<file path="src/rtl/shr_seq_pkg.sv">
package shr_seq_pkg;
  localparam int NSTEP    = 4;
  localparam int STEP_CNT = 0;  // load amount from immediate
  localparam int STEP_RLD = 1;  // reload amount from register if zero
  localparam int STEP_SHF = 2;  // shift into result
  localparam int STEP_WB  = 3;  // write result back

  // Logical right shift of a 32-bit word, zero fill.
  function automatic logic [31:0] lsr32(input logic [31:0] v, input logic [4:0] n);
    return v >> n;
  endfunction
endpackage

</file>
<file path="src/rtl/shr_count_reg.sv">
module shr_count_reg #(
  parameter int CNT_W = 5
) (
  input  logic             clk,
  input  logic             rst_n,
  input  logic             ld_imm,
  input  logic             ld_reg,
  input  logic [CNT_W-1:0] imm,
  input  logic [CNT_W-1:0] reg_lo,
  output logic [CNT_W-1:0] cnt,
  output logic             cnt_zero
);
  assign cnt_zero = (cnt == '0);

  always_ff @(posedge clk) begin
    if (!rst_n)
      cnt <= '0;
    else if (ld_imm)
      cnt <= imm;
    else if (ld_reg && cnt_zero)
      cnt <= reg_lo;
  end
endmodule

</file>
<file path="src/rtl/shr_barrel.sv">
module shr_barrel #(
  parameter int DATA_W = 32,
  parameter int CNT_W  = 5
) (
  input  logic [DATA_W-1:0] din,
  input  logic [CNT_W-1:0]  amt,
  output logic [DATA_W-1:0] dout
);
  logic [DATA_W-1:0] stage [CNT_W+1];

  assign stage[0] = din;

  for (genvar k = 0; k < CNT_W; k++) begin : g_stage
    localparam int SH = 1 << k;
    if (SH < DATA_W) begin : g_sh
      assign stage[k+1] = amt[k] ? {{SH{1'b0}}, stage[k][DATA_W-1:SH]} : stage[k];
    end else begin : g_clr
      assign stage[k+1] = amt[k] ? '0 : stage[k];
    end
  end

  assign dout = stage[CNT_W];
endmodule

</file>
<file path="src/rtl/shr_out_stage.sv">
module shr_out_stage #(
  parameter int DATA_W = 32
) (
  input  logic              clk,
  input  logic              rst_n,
  input  logic              capture,
  input  logic              wb_go,
  input  logic [DATA_W-1:0] shifted,
  output logic [DATA_W-1:0] result,
  output logic              wb_en,
  output logic [DATA_W-1:0] wb_data,
  output logic              done
);
  always_ff @(posedge clk) begin
    if (!rst_n) begin
      result <= '0;
      done   <= 1'b0;
    end else begin
      if (capture) result <= shifted;
      done <= wb_go;
    end
  end

  assign wb_en   = wb_go;
  assign wb_data = wb_go ? result : '0;
endmodule

</file>
<file path="src/rtl/shr_count_seq.sv">
module shr_count_seq #(
  parameter int DATA_W = 32,
  localparam int CNT_W = $clog2(DATA_W)
) (
  input  logic                            clk,
  input  logic                            rst_n,
  input  logic [shr_seq_pkg::NSTEP-1:0]   step_stb,
  input  logic [CNT_W-1:0]                imm_field,
  input  logic [DATA_W-1:0]               opnd_bus,
  output logic [CNT_W-1:0]                shamt,
  output logic [DATA_W-1:0]               result,
  output logic                            wb_en,
  output logic [DATA_W-1:0]               wb_data,
  output logic                            done
);
  import shr_seq_pkg::*;

  // Named internal events, visible to the bound checker.
  logic              step_legal;
  logic              cnt_zero;
  logic [NSTEP-1:0]  step_go;
  logic [DATA_W-1:0] shifted;

  assign step_legal = $onehot(step_stb);
  assign step_go    = step_legal ? step_stb : '0;

  shr_count_reg #(.CNT_W(CNT_W)) u_cnt (
    .clk      (clk),
    .rst_n    (rst_n),
    .ld_imm   (step_go[STEP_CNT]),
    .ld_reg   (step_go[STEP_RLD]),
    .imm      (imm_field),
    .reg_lo   (opnd_bus[CNT_W-1:0]),
    .cnt      (shamt),
    .cnt_zero (cnt_zero)
  );

  shr_barrel #(.DATA_W(DATA_W), .CNT_W(CNT_W)) u_shf (
    .din  (opnd_bus),
    .amt  (shamt),
    .dout (shifted)
  );

  shr_out_stage #(.DATA_W(DATA_W)) u_out (
    .clk     (clk),
    .rst_n   (rst_n),
    .capture (step_go[STEP_SHF]),
    .wb_go   (step_go[STEP_WB]),
    .shifted (shifted),
    .result  (result),
    .wb_en   (wb_en),
    .wb_data (wb_data),
    .done    (done)
  );
endmodule

</file>
<file path="config.mk">
export PLATFORM = sky130hd
export DESIGN_NAME = shr_count_seq
export DESIGN_NICKNAME = d
export VERILOG_FILES = /design/src/rtl/shr_seq_pkg.sv /design/src/rtl/shr_count_reg.sv /design/src/rtl/shr_barrel.sv /design/src/rtl/shr_out_stage.sv /design/src/rtl/shr_count_seq.sv
export SDC_FILE = /design/constraint.sdc
export NUM_CORES = 1
export LEC_CHECK = 0
export CORE_ASPECT_RATIO = 0.6
export CORE_MARGIN = 4
export CORE_UTILIZATION = 48
export DETAILED_ROUTE_END_ITERATION = 8
export PLACE_DENSITY = 0.91
export SLEW_MARGIN = 10
export SYNTH_ARGS = -nofsm -noshare
export SYNTH_HDL_FRONTEND = slang
export SYNTH_HIERARCHICAL = 1
export SYNTH_SLANG_ARGS = --single-unit
</file>
<file path="constraint.sdc">
create_clock -name clk -period 4.9 [get_ports clk]
set_input_delay 1.225 -clock clk [delete_from_list [all_inputs] [get_ports clk]]
set_output_delay 1.225 -clock clk [all_outputs]
set_load 0.03 [all_outputs]
</file>
==> results.txt, run 1 <==
----------------------------------------------------
[Floorplan]
  Die Area ... ~9100 sq um
  Starting density of the core ... 49.9%
  Ports placed on the boundary ... between 100 and 150
  Floorplan Core Area ... around 7300 sq um
  Chip width ... roughly 120 microns
  FP Rows ... 24
  Y dimension of the die ... approximately 76 microns

[Global routing]
  Initial antenna violation count ... 0
  Vias in the first global route ... 3143
  Wire length of the first global-routing pass ... around 17000 microns
  Largest net degree at the start of global routing ... between 40 and 50
  Total GRT Usage ... 22.9%
  Total gr overflow ... 0

[CTS]
  # hold bufs at CTS ... 0
  Later-pin clock latency in the skew report ... between 200 and 300 ps
  Total clock buffers created by CTS ... 5
  Number of levels in the clock H-tree ... 2
  Clock Pin Slew Worst Setup and Hold Paths ... 60 ps
  CTS tree ... done
  Count of clock tree sinks ... 38
  Root buffer cell ... sky130_fd_sc_hd__clkbuf_16
  Maximum count of clock buffers along a single path ... 2

[Timing]
  Tightest hold margin ... 533 ps
  Shortest period the worst path allows ... just under 5000 ps
  Highest attainable clock frequency ... between 200 and 250 MHz
  Count of endpoints failing hold in the final timing report ... 0
  Final clock period utilization by the worst path ... 99.1%
  Max Clock Skew ... 8.25 ps
  Headroom to the max-slew limit ... about 34%
  Final number of max-transition violations ... 0
  Slew @ Worst Pin ... around 980 ps
  Setup violators final ... 0

[Flow run]
  Max Cap Viol ... 0

[Logic synthesis]
  Mean cell area of the mapped netlist ... roughly 10 sq um
  Number of warning messages in the yosys log ... 6
  Cell area after synthesis ... roughly 3700 sq um
  Number of nets produced by synthesis ... between 400 and 500
  Instance count of the mapped netlist ... around 370

[Setup path]
  Reg-to-reg endpoint ... u_out/result[4]$_SDFFE_PN0P_
  Crit path from ... step_stb[3]
  Worst EP required ... about 3700 ps
  Worst reg-to-reg path cell count ... 5
  FF-to-FF Start ... u_cnt/cnt[0]$_SDFFE_PN0P_
  Kind of start point of the critical path ... primary input
  Critical Path Fanout Max ... 8
  Endpoint type of the worst setup path ... primary output
  Type of the worst setup path ... in -> out
  R2r setup slk ... between 2000 and 2500 ps
  Endpoint arrival time on the critical path ... about 3600 ps

[Worst hold path]
  Startpoint of the most critical hold path ... u_out/result[26]$_SDFFE_PN0P_
  Hold path depth ... 2
  Hold path endpoint ... u_out/result[26]$_SDFFE_PN0P_
  HP Class ... reg -> reg

[Place]
  Placed instance area ... approximately 4700 sq um
  IO Port Bufs ... around 110
  Post-Place Cells ... 560
  Post-DP HPWL ... between 8000 and 9000 microns
  Routability congestion estimate from global placement ... ~0.94

[Drt]
  Drt pass-1 iters ... 5
  Drt drc ... 0
  Number of violations reported at the end of detailed-routing iteration 0 ... about 360
  Post-detailed-route count of antenna-violating nets ... 0
  Vias ... about 3500
  Routed Wire Length ... about 11000 microns
  Via density ... 6.06
  Routed len/inst ... 19.7 microns

[Run status]
  Status ... finished clean

[Cells and area]
  Fraction of final layout cells with drive strength greater than 1 ... 23.1%
  Design area ... approximately 5000 sq um
  Final Net Count ... between 500 and 600
  Number of fill cells ... around 580
  Post-layout instance count excluding filler cells ... approximately 570
  Area delta synth->final ... 35.5%

[Power]
  Power per Cell Area ... just under 300 nW/um^2
  Leakage power ... ~1.8 nW
  Maximum vdd drop ... 0.000125 V

----------------------------------------------------
-- layout make-up --
class	count	area (sq um)	area share (%)
antenna	1	2.50	0.0505
clock buffer	6	139	2.80
clock inverter	2	12.5	0.253
inverter	8	30.0	0.606
multi-input combinational	290	2650	53.5
sequential	38	762	15.4
tap	104	130	2.63
timing repair buffer	124	1230	24.8
-- registers in the layout, indices dropped and copies added, names as in the netlist --
name	count
u_out/result	32
u_out/done	1
u_cnt/cnt	5
-- metrics by stage --
step                      power (mW)  util [%]  TNS (ps)  setup WS (ps)
after detailed placement        1.06      63.6         0           13.5
after global routing            1.49      67.6     -80.1          -21.1
final                           1.43      67.6         0           42.6
after floorplan                0.864         -         0            517
after CTS                       1.39      65.7         0           6.03
after global placement          1.05      63.6         0            109
-- worst max-delay path: stages --
cell                              delay (ps)
sky130_fd_sc_hd__clkdlybuf4s50_1         490
sky130_fd_sc_hd__inv_1                    60
sky130_fd_sc_hd__fa_1                    480
sky130_fd_sc_hd__inv_1                    50
sky130_fd_sc_hd__ha_2                    180
sky130_fd_sc_hd__ha_4                    240
sky130_fd_sc_hd__and4bb_4                440
sky130_fd_sc_hd__clkbuf_16               180
sky130_fd_sc_hd__and2_1                  150
sky130_fd_sc_hd__buf_6                   140
-- power breakdown --
| part | total, mW | internal [mW] | switching, mW | leakage (nW) |
|---|---|---|---|---|
| sequential | 0.368 | 0.337 | 0.0306 | 0.309 |
| clock | 0.333 | 0.202 | 0.131 | 0.0729 |
| combinational | 0.726 | 0.334 | 0.392 | 1.39 |
-- layer usage --
metal	wire length (microns)	GRT usage [%]	vias to the layer above
li1	-	-	1582
met1	5000	32.4	1667
met2	4900	35.8	213
met3	1280	6.01	10
met4	94	5.03	0
met5	0	0	-
-- worst max path at each step --
stage,slack (ps),end,cells past startpoint
finish,40,wb_data[13],10
global route,-20,wb_data[13],10
CTS,6,wb_data[9],10
detailed placement,10,wb_data[9],10
global placement,110,wb_data[18],10
floorplan,520,wb_data[10],8
-- timing repair --
| action | 4_1_cts | 5_1_grt |
|---|---|---|
| endpoints found under the hold margin | 0 | 0 |
| setup endpoints to repair | 0 | 32 |
| gates resized for setup | 0 | 18 |
| setup buffers | 0 | 0 |
-- placed cells by master, fill, tap and decap left out, types with 6 or more instances in the layout --
master,n
sky130_fd_sc_hd__a211oi_1,6
sky130_fd_sc_hd__a22oi_1,7
sky130_fd_sc_hd__and2_1,33
sky130_fd_sc_hd__buf_4,29
sky130_fd_sc_hd__buf_6,12
sky130_fd_sc_hd__clkbuf_16,7
sky130_fd_sc_hd__clkdlybuf4s50_1,78
sky130_fd_sc_hd__dfxtp_1,37
sky130_fd_sc_hd__inv_1,6
sky130_fd_sc_hd__mux2_2,16
sky130_fd_sc_hd__mux2i_1,55
sky130_fd_sc_hd__mux4_1,6
sky130_fd_sc_hd__mux4_2,19
sky130_fd_sc_hd__nand2_1,15
sky130_fd_sc_hd__nor2_1,16
sky130_fd_sc_hd__nor2b_1,34
sky130_fd_sc_hd__o211ai_1,6
sky130_fd_sc_hd__o22ai_1,7
(Power assumes the default switching activity.)
==> inputs of run 2 (changes only) <==
--- a/config.mk
+++ b/config.mk
@@ -10,6 +10,7 @@
 export CORE_UTILIZATION = 48
 export DETAILED_ROUTE_END_ITERATION = 8
 export PLACE_DENSITY = 0.91
+export RECOVER_POWER = 50
 export SLEW_MARGIN = 10
 export SYNTH_ARGS = -nofsm -noshare
 export SYNTH_HDL_FRONTEND = slang
==> results.txt, run 2 (synthesis results as in run 1) <==
----------------------------------------------------
[Drt]
  Drt drc ... 0
  Routed len/inst ... roughly 20 microns
  Post-detailed-route count of antenna-violating nets ... 0
  Vias ... roughly 3500
  Routed Wire Length ... ~11000 microns
  Via density ... between 6 and 7
  Number of violations reported at the end of detailed-routing iteration 0 ... between 300 and 400
  Drt pass-1 iters ... 5

[Place]
  Placed instance area ... 4660 sq um
  Post-DP HPWL ... 8250 microns
  Routability congestion estimate from global placement ... 0.945
  IO Port Bufs ... around 110

[Power]
  Leakage power ... roughly 1.9 nW
  Power per Cell Area ... 286 nW/um^2
  Maximum vdd drop ... roughly 0.00012 V

[Setup path]
  Kind of start point of the critical path ... primary input
  Critical Path Fanout Max ... 8
  Type of the worst setup path ... in -> out
  Endpoint arrival time on the critical path ... around 3600 ps
  Endpoint type of the worst setup path ... primary output
  Worst EP required ... between 3000 and 4000 ps

[CTS]
  Total clock buffers created by CTS ... 5
  Count of clock tree sinks ... 38
  Number of levels in the clock H-tree ... 2
  Root buffer cell ... sky130_fd_sc_hd__clkbuf_16
  Clock Pin Slew Worst Setup and Hold Paths ... ~60 ps
  CTS tree ... done
  Later-pin clock latency in the skew report ... about 280 ps
  Maximum count of clock buffers along a single path ... 2
  # hold bufs at CTS ... 0

[Global routing]
  Initial antenna violation count ... 0
  Total GRT Usage ... a little under a quarter
  Total gr overflow ... 0
  Vias in the first global route ... ~3100
  Wire length of the first global-routing pass ... about 17000 microns
  Largest net degree at the start of global routing ... 41

[Timing]
  Setup violators final ... 0
  Headroom to the max-slew limit ... a little over a third
  Max Clock Skew ... 7.51 ps
  Final clock period utilization by the worst path ... just under 100%
  Shortest period the worst path allows ... a little under 5000 ps
  Final number of max-transition violations ... 0
  Highest attainable clock frequency ... a little over 200 MHz
  Count of endpoints failing hold in the final timing report ... 0
  Tightest hold margin ... 531 ps
  Slew @ Worst Pin ... between 900 and 1000 ps
  Post-route setup TNS ... 0 ps

[Cells and area]
  End-of-flow core utilization ... around two thirds
  Fraction of final layout cells with drive strength greater than 1 ... a little under a quarter
  Area delta synth->final ... 35.5%
  Top library cells by usage in the layout, fill and taps aside ... sky130_fd_sc_hd__mux2i_1, sky130_fd_sc_hd__clkdlybuf4s50_1, sky130_fd_sc_hd__dlygate4sd3_1, sky130_fd_sc_hd__dfxtp_1, sky130_fd_sc_hd__nor2b_1
  Register containing the most flip-flops in the final layout ... u_out/result
  Design area ... 4950 sq um
  Biggest registers after layout ... u_out/result (32), u_cnt/cnt (5), u_out/done (1)
  Most common cell after layout, fill and taps aside ... sky130_fd_sc_hd__mux2i_1
  Final Net Count ... between 500 and 600
  Number of fill cells ... about 580
  Flip-flop count of the largest register, all copies and words added ... 32

[Floorplan]
  Chip width ... about 120 microns
  Floorplan Core Area ... ~7300 sq um
  FP Rows ... 24
  Die Area ... ~9000 sq um
  Ports placed on the boundary ... approximately 110
  Starting density of the core ... 49.9%
  Y dimension of the die ... 75.6 microns

[Worst hold path]
  HP Class ... reg -> reg

[Run status]
  Status ... finished clean

[Flow run]
  Max Cap Viol ... 0

----------------------------------------------------
==> run 2: final timing paths <==
kind                                                 endpoint  slack, ps  cells past startpoint                           from
worst min register to register  u_out/result[26]$_SDFFE_PN0P_        530                      2  u_out/result[26]$_SDFFE_PN0P_
worst min-delay path            u_out/result[26]$_SDFFE_PN0P_        530                      2  u_out/result[26]$_SDFFE_PN0P_
worst max register to register   u_out/result[4]$_SDFFE_PN0P_       2010                      5      u_cnt/cnt[0]$_SDFFE_PN0P_
worst max-delay path                              wb_data[13]         40                     10                    step_stb[3]
==> run 2: final cells by class <==
| class | instances | area [sq um] | share of cell area, % |
|---|---|---|---|
| multi-input cells | 290 | 2650 | 53.5 |
| well taps | 104 | 130 | 2.63 |
| diodes | 1 | 2.50 | 0.0505 |
| clock buffers | 6 | 139 | 2.80 |
| flip-flops and latches | 38 | 762 | 15.4 |
| repair buffers | 124 | 1230 | 24.8 |
| inverters | 8 | 30.0 | 0.606 |
| clock inverters | 2 | 12.5 | 0.253 |
==> run 2: repair_timing <==
action,CTS,global route
gates resized for setup,0,18
setup endpoints to repair,0,32
buffers inserted,0,0
==> run 2: worst max-delay path, cell delays in order <==
cell and delay [ps]:
sky130_fd_sc_hd__clkdlybuf4s50_1 490, sky130_fd_sc_hd__inv_1 60, sky130_fd_sc_hd__fa_1 480, sky130_fd_sc_hd__inv_1 50, sky130_fd_sc_hd__ha_2 180, sky130_fd_sc_hd__ha_4 240
sky130_fd_sc_hd__and4bb_4 440, sky130_fd_sc_hd__clkbuf_16 180, sky130_fd_sc_hd__and2_1 150, sky130_fd_sc_hd__buf_6 140
==> run 2: routing by layer <==
metal	vias to the layer above	wire length (microns)	global-route usage, %
met4	0	110	5.03
met3	16	1180	6.01
met5	-	0	0
met1	1667	5100	32.4
li1	1584	-	-
met2	201	4920	35.8
==> run 2: power by group <==
group	total (mW)	leakage [nW]	switching, mW	internal, mW
Clock	0.332	0.0729	0.131	0.202
Sequential	0.367	0.309	0.0296	0.337
Combinational	0.719	1.51	0.394	0.325
Total	1.42	1.89	0.554	0.864
==> run 2: stage by stage <==
step | cells | setup WS, ps | power [mW]
floorplan | 369 | 517 | 0.864
global placement | 560 | 109 | 1.05
detailed placement | 560 | 13.5 | 1.06
CTS | 568 | 6.03 | 1.39
global route | 572 | -21.0 | 1.48
finish | 573 | 42.3 | 1.42
